[src/rtl/sft_pkg.sv]
package sft_pkg;

    typedef enum logic [1:0] {
        MODE_WIDE = 2'b00,
        MODE_BAUD = 2'b01,
        MODE_PWM  = 2'b10,
        MODE_ALT  = 2'b11
    } tmr_mode_e;

    typedef enum logic [1:0] {
        ST_IDLE = 2'b00,
        ST_RUN  = 2'b01,
        ST_STOP = 2'b10
    } tmr_state_e;

    // commands from framing control to the counter core
    typedef struct packed {
        logic load;
        logic run;
        logic clear;
        logic skip;
    } core_cmd_t;

    // events reported by the counter core for the current cycle
    typedef struct packed {
        logic rise;
        logic cmp;
    } core_evt_t;

    function automatic tmr_mode_e norm_mode(input logic [1:0] m);
        tmr_mode_e r;
        r = tmr_mode_e'(m);
        if (r == MODE_ALT) r = MODE_WIDE;
        return r;
    endfunction

endpackage

[src/rtl/sft_count_core.sv]
module sft_count_core
    import sft_pkg::*;
#(
    parameter int CNT_W = 16
) (
    input  logic             clk,
    input  logic             rst,
    input  tmr_mode_e        mode,
    input  logic [CNT_W-1:0] cmp,
    input  core_cmd_t        cmd,
    output core_evt_t        evt,
    output logic             tmr_out
);
    localparam int HALF_W = CNT_W / 2;
    localparam logic [HALF_W-1:0] LO_ONE = HALF_W'(1);
    localparam logic [CNT_W-1:0]  W_ONE  = CNT_W'(1);

    logic [HALF_W-1:0] cnt_lo, cnt_hi;
    logic [HALF_W-1:0] cmp_lo, cmp_hi;
    logic              out_q;
    logic              lo_zero, hi_zero, wide_zero;
    logic              tick, cmp_hit;

    assign cmp_lo    = cmp[HALF_W-1:0];
    assign cmp_hi    = cmp[CNT_W-1:HALF_W];
    assign lo_zero   = (cnt_lo == '0);
    assign hi_zero   = (cnt_hi == '0);
    assign wide_zero = lo_zero & hi_zero;
    assign tmr_out   = out_q;

    always_comb begin
        tick    = 1'b0;
        cmp_hit = 1'b0;
        case (mode)
            MODE_BAUD: begin
                tick    = lo_zero;
                cmp_hit = lo_zero & hi_zero & ~(cmd.skip & ~out_q);
            end
            MODE_PWM: begin
                tick    = lo_zero;
                cmp_hit = lo_zero & ~out_q;
            end
            default: begin
                tick    = wide_zero;
                cmp_hit = wide_zero;
            end
        endcase
        evt.rise = cmd.run & tick & ~out_q;
        evt.cmp  = cmd.run & cmp_hit;
    end

    always_ff @(posedge clk) begin
        if (rst) begin
            cnt_lo <= '0;
            cnt_hi <= '0;
            out_q  <= 1'b0;
        end else if (cmd.clear) begin
            out_q <= 1'b0;
        end else if (cmd.load) begin
            cnt_lo <= cmp_lo;
            cnt_hi <= cmp_hi;
            out_q  <= (mode == MODE_PWM);
        end else if (cmd.run) begin
            case (mode)
                MODE_BAUD: begin
                    if (lo_zero) begin
                        cnt_lo <= cmp_lo;
                        out_q  <= ~out_q;
                        if ((cmd.skip && !out_q) || hi_zero)
                            cnt_hi <= cmp_hi;
                        else
                            cnt_hi <= cnt_hi - LO_ONE;
                    end else begin
                        cnt_lo <= cnt_lo - LO_ONE;
                    end
                end
                MODE_PWM: begin
                    if (lo_zero) begin
                        out_q  <= ~out_q;
                        cnt_lo <= out_q ? cmp_hi : cmp_lo;
                    end else begin
                        cnt_lo <= cnt_lo - LO_ONE;
                    end
                end
                default: begin
                    if (wide_zero) begin
                        {cnt_hi, cnt_lo} <= cmp;
                        out_q            <= ~out_q;
                    end else begin
                        {cnt_hi, cnt_lo} <= {cnt_hi, cnt_lo} - W_ONE;
                    end
                end
            endcase
        end
    end

    // a clear always leaves the output low
    p_clear_low_r8: assert property (@(posedge clk) disable iff (rst)
        cmd.clear |=> !out_q);

    // PWM starts with the high period after a load
    p_pwm_high_r4: assert property (@(posedge clk) disable iff (rst)
        (cmd.load && !cmd.clear && mode == MODE_PWM) |=> out_q);

    // wide mode toggles when the full count is spent
    p_wide_toggle_r5: assert property (@(posedge clk) disable iff (rst)
        (cmd.run && !cmd.clear && !cmd.load && mode == MODE_WIDE && wide_zero)
        |=> (out_q != $past(out_q)));

    // bit clock holds its level while the divider runs
    p_baud_hold_r2: assert property (@(posedge clk) disable iff (rst)
        (cmd.run && !cmd.clear && !cmd.load && mode == MODE_BAUD && !lo_zero)
        |=> $stable(out_q));

endmodule

[src/rtl/sft_frame_ctrl.sv]
module sft_frame_ctrl
    import sft_pkg::*;
(
    input  logic       clk,
    input  logic       rst,
    input  logic       en_trig,
    input  logic       dis_trig,
    input  logic       rld_trig,
    input  logic       start_en,
    input  logic [1:0] stop_sel,
    input  core_evt_t  evt,
    output core_cmd_t  cmd,
    output logic       busy,
    output logic       cmp_evt,
    output logic       start_strb,
    output logic       stop_strb
);
    tmr_state_e state;
    logic       start_pend;
    logic       go_en, dis_now, stop_done, cmp_fire;

    assign go_en     = (state == ST_IDLE) && en_trig;
    assign dis_now   = (state == ST_RUN) && dis_trig;
    assign stop_done = (state == ST_STOP) && evt.rise;

    always_comb begin
        cmd.run   = (state != ST_IDLE);
        cmd.clear = (dis_now && !stop_sel[1]) || stop_done;
        cmd.load  = go_en || ((state == ST_RUN) && rld_trig && !dis_trig);
        cmd.skip  = start_pend;
        cmp_fire  = (state == ST_RUN) && evt.cmp && !cmd.load;
    end

    assign busy = (state != ST_IDLE);

    always_ff @(posedge clk) begin
        if (rst) begin
            state      <= ST_IDLE;
            start_pend <= 1'b0;
            cmp_evt    <= 1'b0;
            start_strb <= 1'b0;
            stop_strb  <= 1'b0;
        end else begin
            cmp_evt    <= cmp_fire;
            start_strb <= go_en && start_en;
            stop_strb  <= (cmp_fire && stop_sel[0]) || (dis_now && stop_sel[1]);
            case (state)
                ST_IDLE: begin
                    if (en_trig) begin
                        state      <= ST_RUN;
                        start_pend <= start_en;
                    end
                end
                ST_RUN: begin
                    if (dis_trig) begin
                        state <= stop_sel[1] ? ST_STOP : ST_IDLE;
                    end else if (evt.rise && !rld_trig) begin
                        start_pend <= 1'b0;
                    end
                end
                default: begin
                    if (evt.rise) begin
                        state      <= ST_IDLE;
                        start_pend <= 1'b0;
                    end
                end
            endcase
        end
    end

    // start strobe follows an enable with start bit requested
    p_start_strobe_r6: assert property (@(posedge clk) disable iff (rst)
        (state == ST_IDLE && en_trig && start_en) |=> start_strb);

    // disable with stop-on-disable keeps the timer alive and strobes
    p_stop_hold_r8: assert property (@(posedge clk) disable iff (rst)
        (state == ST_RUN && dis_trig && stop_sel[1]) |=> (state == ST_STOP && stop_strb));

    // compare pulses only come out of a running timer
    p_cmp_running_r3: assert property (@(posedge clk) disable iff (rst)
        (state != ST_RUN) |=> !cmp_evt);

endmodule

[src/rtl/sft_frame_timer.sv]
module sft_frame_timer
    import sft_pkg::*;
#(
    parameter int CNT_W = 16
) (
    input  logic             clk,
    input  logic             rst,
    input  logic [1:0]       cfg_mode,
    input  logic [CNT_W-1:0] cfg_cmp,
    input  logic             cfg_start_en,
    input  logic [1:0]       cfg_stop_sel,
    input  logic             en_trig,
    input  logic             dis_trig,
    input  logic             rld_trig,
    output logic             tmr_out,
    output logic             cmp_evt,
    output logic             start_strb,
    output logic             stop_strb,
    output logic             busy
);
    tmr_mode_e mode_n;
    core_cmd_t cmd;
    core_evt_t evt;

    assign mode_n = norm_mode(cfg_mode);

    sft_frame_ctrl u_ctrl (
        .clk        (clk),
        .rst        (rst),
        .en_trig    (en_trig),
        .dis_trig   (dis_trig),
        .rld_trig   (rld_trig),
        .start_en   (cfg_start_en),
        .stop_sel   (cfg_stop_sel),
        .evt        (evt),
        .cmd        (cmd),
        .busy       (busy),
        .cmp_evt    (cmp_evt),
        .start_strb (start_strb),
        .stop_strb  (stop_strb)
    );

    sft_count_core #(.CNT_W(CNT_W)) u_core (
        .clk     (clk),
        .rst     (rst),
        .mode    (mode_n),
        .cmp     (cfg_cmp),
        .cmd     (cmd),
        .evt     (evt),
        .tmr_out (tmr_out)
    );

    // an idle timer never drives its output high
    p_idle_low_r1: assert property (@(posedge clk) disable iff (rst)
        !busy |-> !tmr_out);

endmodule

[config.mk]
export PLATFORM = sky130hd
export DESIGN_NAME = sft_frame_timer
export DESIGN_NICKNAME = d
export VERILOG_FILES = /design/src/rtl/sft_pkg.sv /design/src/rtl/sft_count_core.sv /design/src/rtl/sft_frame_ctrl.sv /design/src/rtl/sft_frame_timer.sv
export SDC_FILE = /design/constraint.sdc
export NUM_CORES = 1
export LEC_CHECK = 0
export ABC_AREA = 0
export BUFFER_PORTS_ARGS = -buffer_cell sky130_fd_sc_hd__buf_2
export CORE_ASPECT_RATIO = 1.75
export CORE_MARGIN = 2
export CORE_UTILIZATION = 40
export DETAILED_ROUTE_END_ITERATION = 16
export GPL_ROUTABILITY_DRIVEN = 1
export GPL_TIMING_DRIVEN = 0
export PLACE_DENSITY = 0.65
export SYNTH_ARGS = -nofsm -noshare
export SYNTH_HDL_FRONTEND = slang
export SYNTH_HIERARCHICAL = 1
export SYNTH_SLANG_ARGS = --single-unit
[constraint.sdc]
create_clock -name clk -period 9.2 [get_ports clk]
set_clock_uncertainty 0.05 [all_clocks]
set_input_delay 0.92 -clock clk [delete_from_list [all_inputs] [get_ports clk]]
set_output_delay 0.92 -clock clk [all_outputs]
set_load 0.005 [all_outputs]
==> key figures <==
Job
  • Max-cap violations: 0

Pwr
  • Internal power: 0.259 mW
  • Sw Share: 0.466
  • Power share of the combinational group: 0.588
  • Power Total: 0.486 mW
  • Worst vdd ir: 0.131 mV
  • NetSw: 0.226 mW
  • Flop pwr share: 0.273
  • Clock share of power: 0.139
  • Leak: 0.965 nW
  • Pwr Density: 194 nW/um^2

Logic synthesis
  • EDFF count, synth: 0
  • Share of the synthesized area in the top cell type: 0.208
  • Mapped Nets: 331
  • Syn Std Cell Area: 2210 sq um
  • Synth area leaders: dfxtp_1, a21oi_1, nor2_1
  • Syn Inst Count: 300
  • Biggest area consumer among synthesized cells: dfxtp_1
  • Top cells by instance count after synthesis: nor2_1, a21oi_1, dfxtp_1, nand2_1, o21ai_0
  • Yosys warnings: 6
  • Async S/R FF share, synth: 0
  • Unique masters post-synth: 67
  • Most common cell in the netlist: nor2_1
  • Syn Area/Cell: 7.38 sq um
  • Synth Register Bits: 23
  • Sequential element share of the synthesized area: 0.208
  • Main flop type after synthesis: dfxtp_1

Setup path
  • CP max FO: 8
  • WP data arrival: 4.67 ns
  • Worst r2r src: u_core/cnt_lo[3]$_SDFFE_PP0P_
  • Worst EP required: 9.28 ns
  • Worst Reg2Reg Path Length in Cells: 13
  • Setup crit start kind: flop
  • WS Path Type: reg -> reg
  • FF-to-FF End: u_core/cnt_hi[3]$_SDFFE_PP0P_
  • Crit path capture type: flop
  • R2R setup slack: 4.61 ns

Clock network
  • Post-CTS Repair Setup Buffers: 0
  • CTS tree: yes
  • Clock sink total: 23
  • H-tree depth reported by CTS: 1
  • CTS resizes: 0
  • Root buffer cell: clkbuf_8
  • Cts-stage hold buffer count: 0
  • Clk slew on worst S/H paths: 0.09 ns
  • Clock Path Buffers: 2
  • Worst-Skew Late Latency: 0.27 ns
  • Num CTS Buffers: 3

Final layout
  • Final net count: 366
  • Area growth syn-to-layout: 13.1%
  • # diodes: 0
  • Share of layout cells above drive strength 1: 0.189
  • Final Non-Filler Cells: 408

Placed design
  • Number of port buffers: 30
  • GPL Wtd Cong: 0.913
  • HPWL after DPL: 5530 um
  • # placed instances: 404
  • Post-place setup slack: 4.68 ns

Drt
  • DRC: 0
  • Via count: 2469
  • DRT Pass-1 Iters: 6
  • Post-DRT Antenna Nets: 0
  • Drt wl/cell: 17.5 um
  • Routed vias/inst: 6.05
  • Wirelength, routed: 7140 um
  • Initial DRC count: 102

Timing
  • FMAX: 218 MHz
  • TNS Setup: 0 ns
  • Hold Vio Cnt, Final: 0
  • Final worst-path setup slack: 4.61 ns
  • Slew @ Worst Pin: 1.10 ns
  • Min cycle time layout: 4.59 ns
  • Max-slew violation count: 0
  • Slew margin rel.: 0.258
  • Final setup fails: 0
  • Unrepaired setup endpoints after global routing: false
  • Period utilization: 0.499

Floorplanning
  • Die area: 6170 sq um
  • Chip width: 60.2 um
  • Core box area: 5300 sq um
  • IO Pins: 31
  • Die Span Y: 102 um
  • Initial core utilization: 0.418
  • Std-Cell Rows: 35

Worst hold path
  • Hold depth: 1
  • Hold crit path type: reg -> reg
  • Hold Path Origin: u_ctrl/start_pend$_SDFFE_PP0P_
  • Hold Path Sink: u_ctrl/start_pend$_SDFFE_PP0P_

GRT
  • GRT Util Overall: 0.247
  • Total gr overflow: 0
  • First-pass GRT wire length: 11700 um
  • Largest net degree at the start of global routing: 14
  • Vias in the first global route: 2487
  • Initial antenna violation count: 0

Status
  • Status: finished, final reports clean
cell families (layout without fill, tap and decap cells):
| logic type | after synthesis | count (layout) | synth area share |
|---|---|---|---|
| xor gates and xnor gates | 13 | 13 | 0.0514 |
| AOI/OAI and AO/OA | 100 | 100 | 0.315 |
| DFF | 23 | 23 | 0.208 |
| and+or+nand+nor | 116 | 116 | 0.287 |
| muxes | 7 | 7 | 0.0339 |
| adders and majority gates | 5 | 5 | 0.0282 |
| buffers and inverters | 36 | 70 | 0.0763 |
per-layer routing:
layer	GRT usage	vias up	routed length, um
met5	0	-	0
met3	0.0354	30	350
met4	0.145	0	376
li1	-	1198	-
met1	0.274	1144	2750
met2	0.432	97	3670
registers in the layout, summed over array words and instances (netlist names):
signal / cells
u_core/cnt_hi: 8
u_core/cnt_lo: 8
u_ctrl/state: 2
u_core/tmr_out: 1
u_ctrl/cmp_evt: 1
u_ctrl/start_pend: 1
u_ctrl/start_strb: 1
u_ctrl/stop_strb: 1
power by group through the flow:
stage | Sequential (mW) | Combinational, mW | Clock [mW]
after floorplan | 0.129 | 0.213 | 0
after detailed placement | 0.135 | 0.279 | 0
after CTS | 0.132 | 0.280 | 0.0691
after global placement | 0.134 | 0.276 | 0
final | 0.133 | 0.286 | 0.0674
after global routing | 0.135 | 0.312 | 0.0730
worst max-delay path: stages, from the launching register on:
cell and delay [ns]:
dfxtp_1 0.31, clkbuf_2 0.15, or4_4 0.54, nor3_1 0.85
nand4_1 0.28, nor2_1 0.30, nand2_1 0.11, o21ai_0 0.32
or2_2 0.18, clkbuf_1 0.35, a221o_1 0.28, nand2b_1 0.22
a211oi_2 0.05, a2111oi_0 0.45
layout by cell type (no fill, tap or decap), types with 4 or more instances in the layout:
cell / n
a21oi_1: 26
inv_1: 14
nand2_1: 23
buf_2: 32
o21ai_0: 16
nand3b_1: 4
a22oi_1: 4
a221oi_1: 5
mux2_2: 4
nor3_1: 8
o31ai_1: 6
nand2b_1: 5
a31oi_1: 4
nor2_1: 27
nor4_1: 6
or3_1: 6
dfxtp_1: 23
clkbuf_1: 14
xnor2_1: 10
or2_2: 5
nand3_1: 10
ha_1: 5
o221ai_1: 5
layout make-up:
type | instances | area [sq um]
clock inverter | 1 | 5.00
inverter | 14 | 52.6
sequential | 23 | 460
clock buffer | 3 | 41.3
buffer | 22 | 116
tap | 74 | 92.6
fill | 575 | 2800
multi-input combinational | 241 | 1590
timing repair buffer | 30 | 150
worst max-delay path by stage:
stage	from	end	slack, ns
floorplan	cfg_mode[0]	u_core/cnt_hi[4]$_SDFFE_PP0P_	5.70
global placement	u_core/cnt_lo[3]$_SDFFE_PP0P_	u_core/cnt_hi[3]$_SDFFE_PP0P_	4.73
detailed placement	u_core/cnt_lo[3]$_SDFFE_PP0P_	u_core/cnt_hi[3]$_SDFFE_PP0P_	4.68
CTS	u_core/cnt_lo[3]$_SDFFE_PP0P_	u_core/cnt_hi[3]$_SDFFE_PP0P_	4.66
global route	u_core/cnt_lo[3]$_SDFFE_PP0P_	u_core/cnt_hi[4]$_SDFFE_PP0P_	4.45
finish	u_core/cnt_lo[3]$_SDFFE_PP0P_	u_core/cnt_hi[3]$_SDFFE_PP0P_	4.61
metrics by stage:
stage                     utilization  cell area (sq um)  hold slack, ns
after global routing            0.472               2500           0.491
after global placement          0.464               2460           0.429
after CTS                       0.472               2500           0.475
after detailed placement        0.464               2460           0.452
final                           0.472               2500           0.468
after floorplan                     -               2210           0.416
Power figures use the tool's default switching activity.
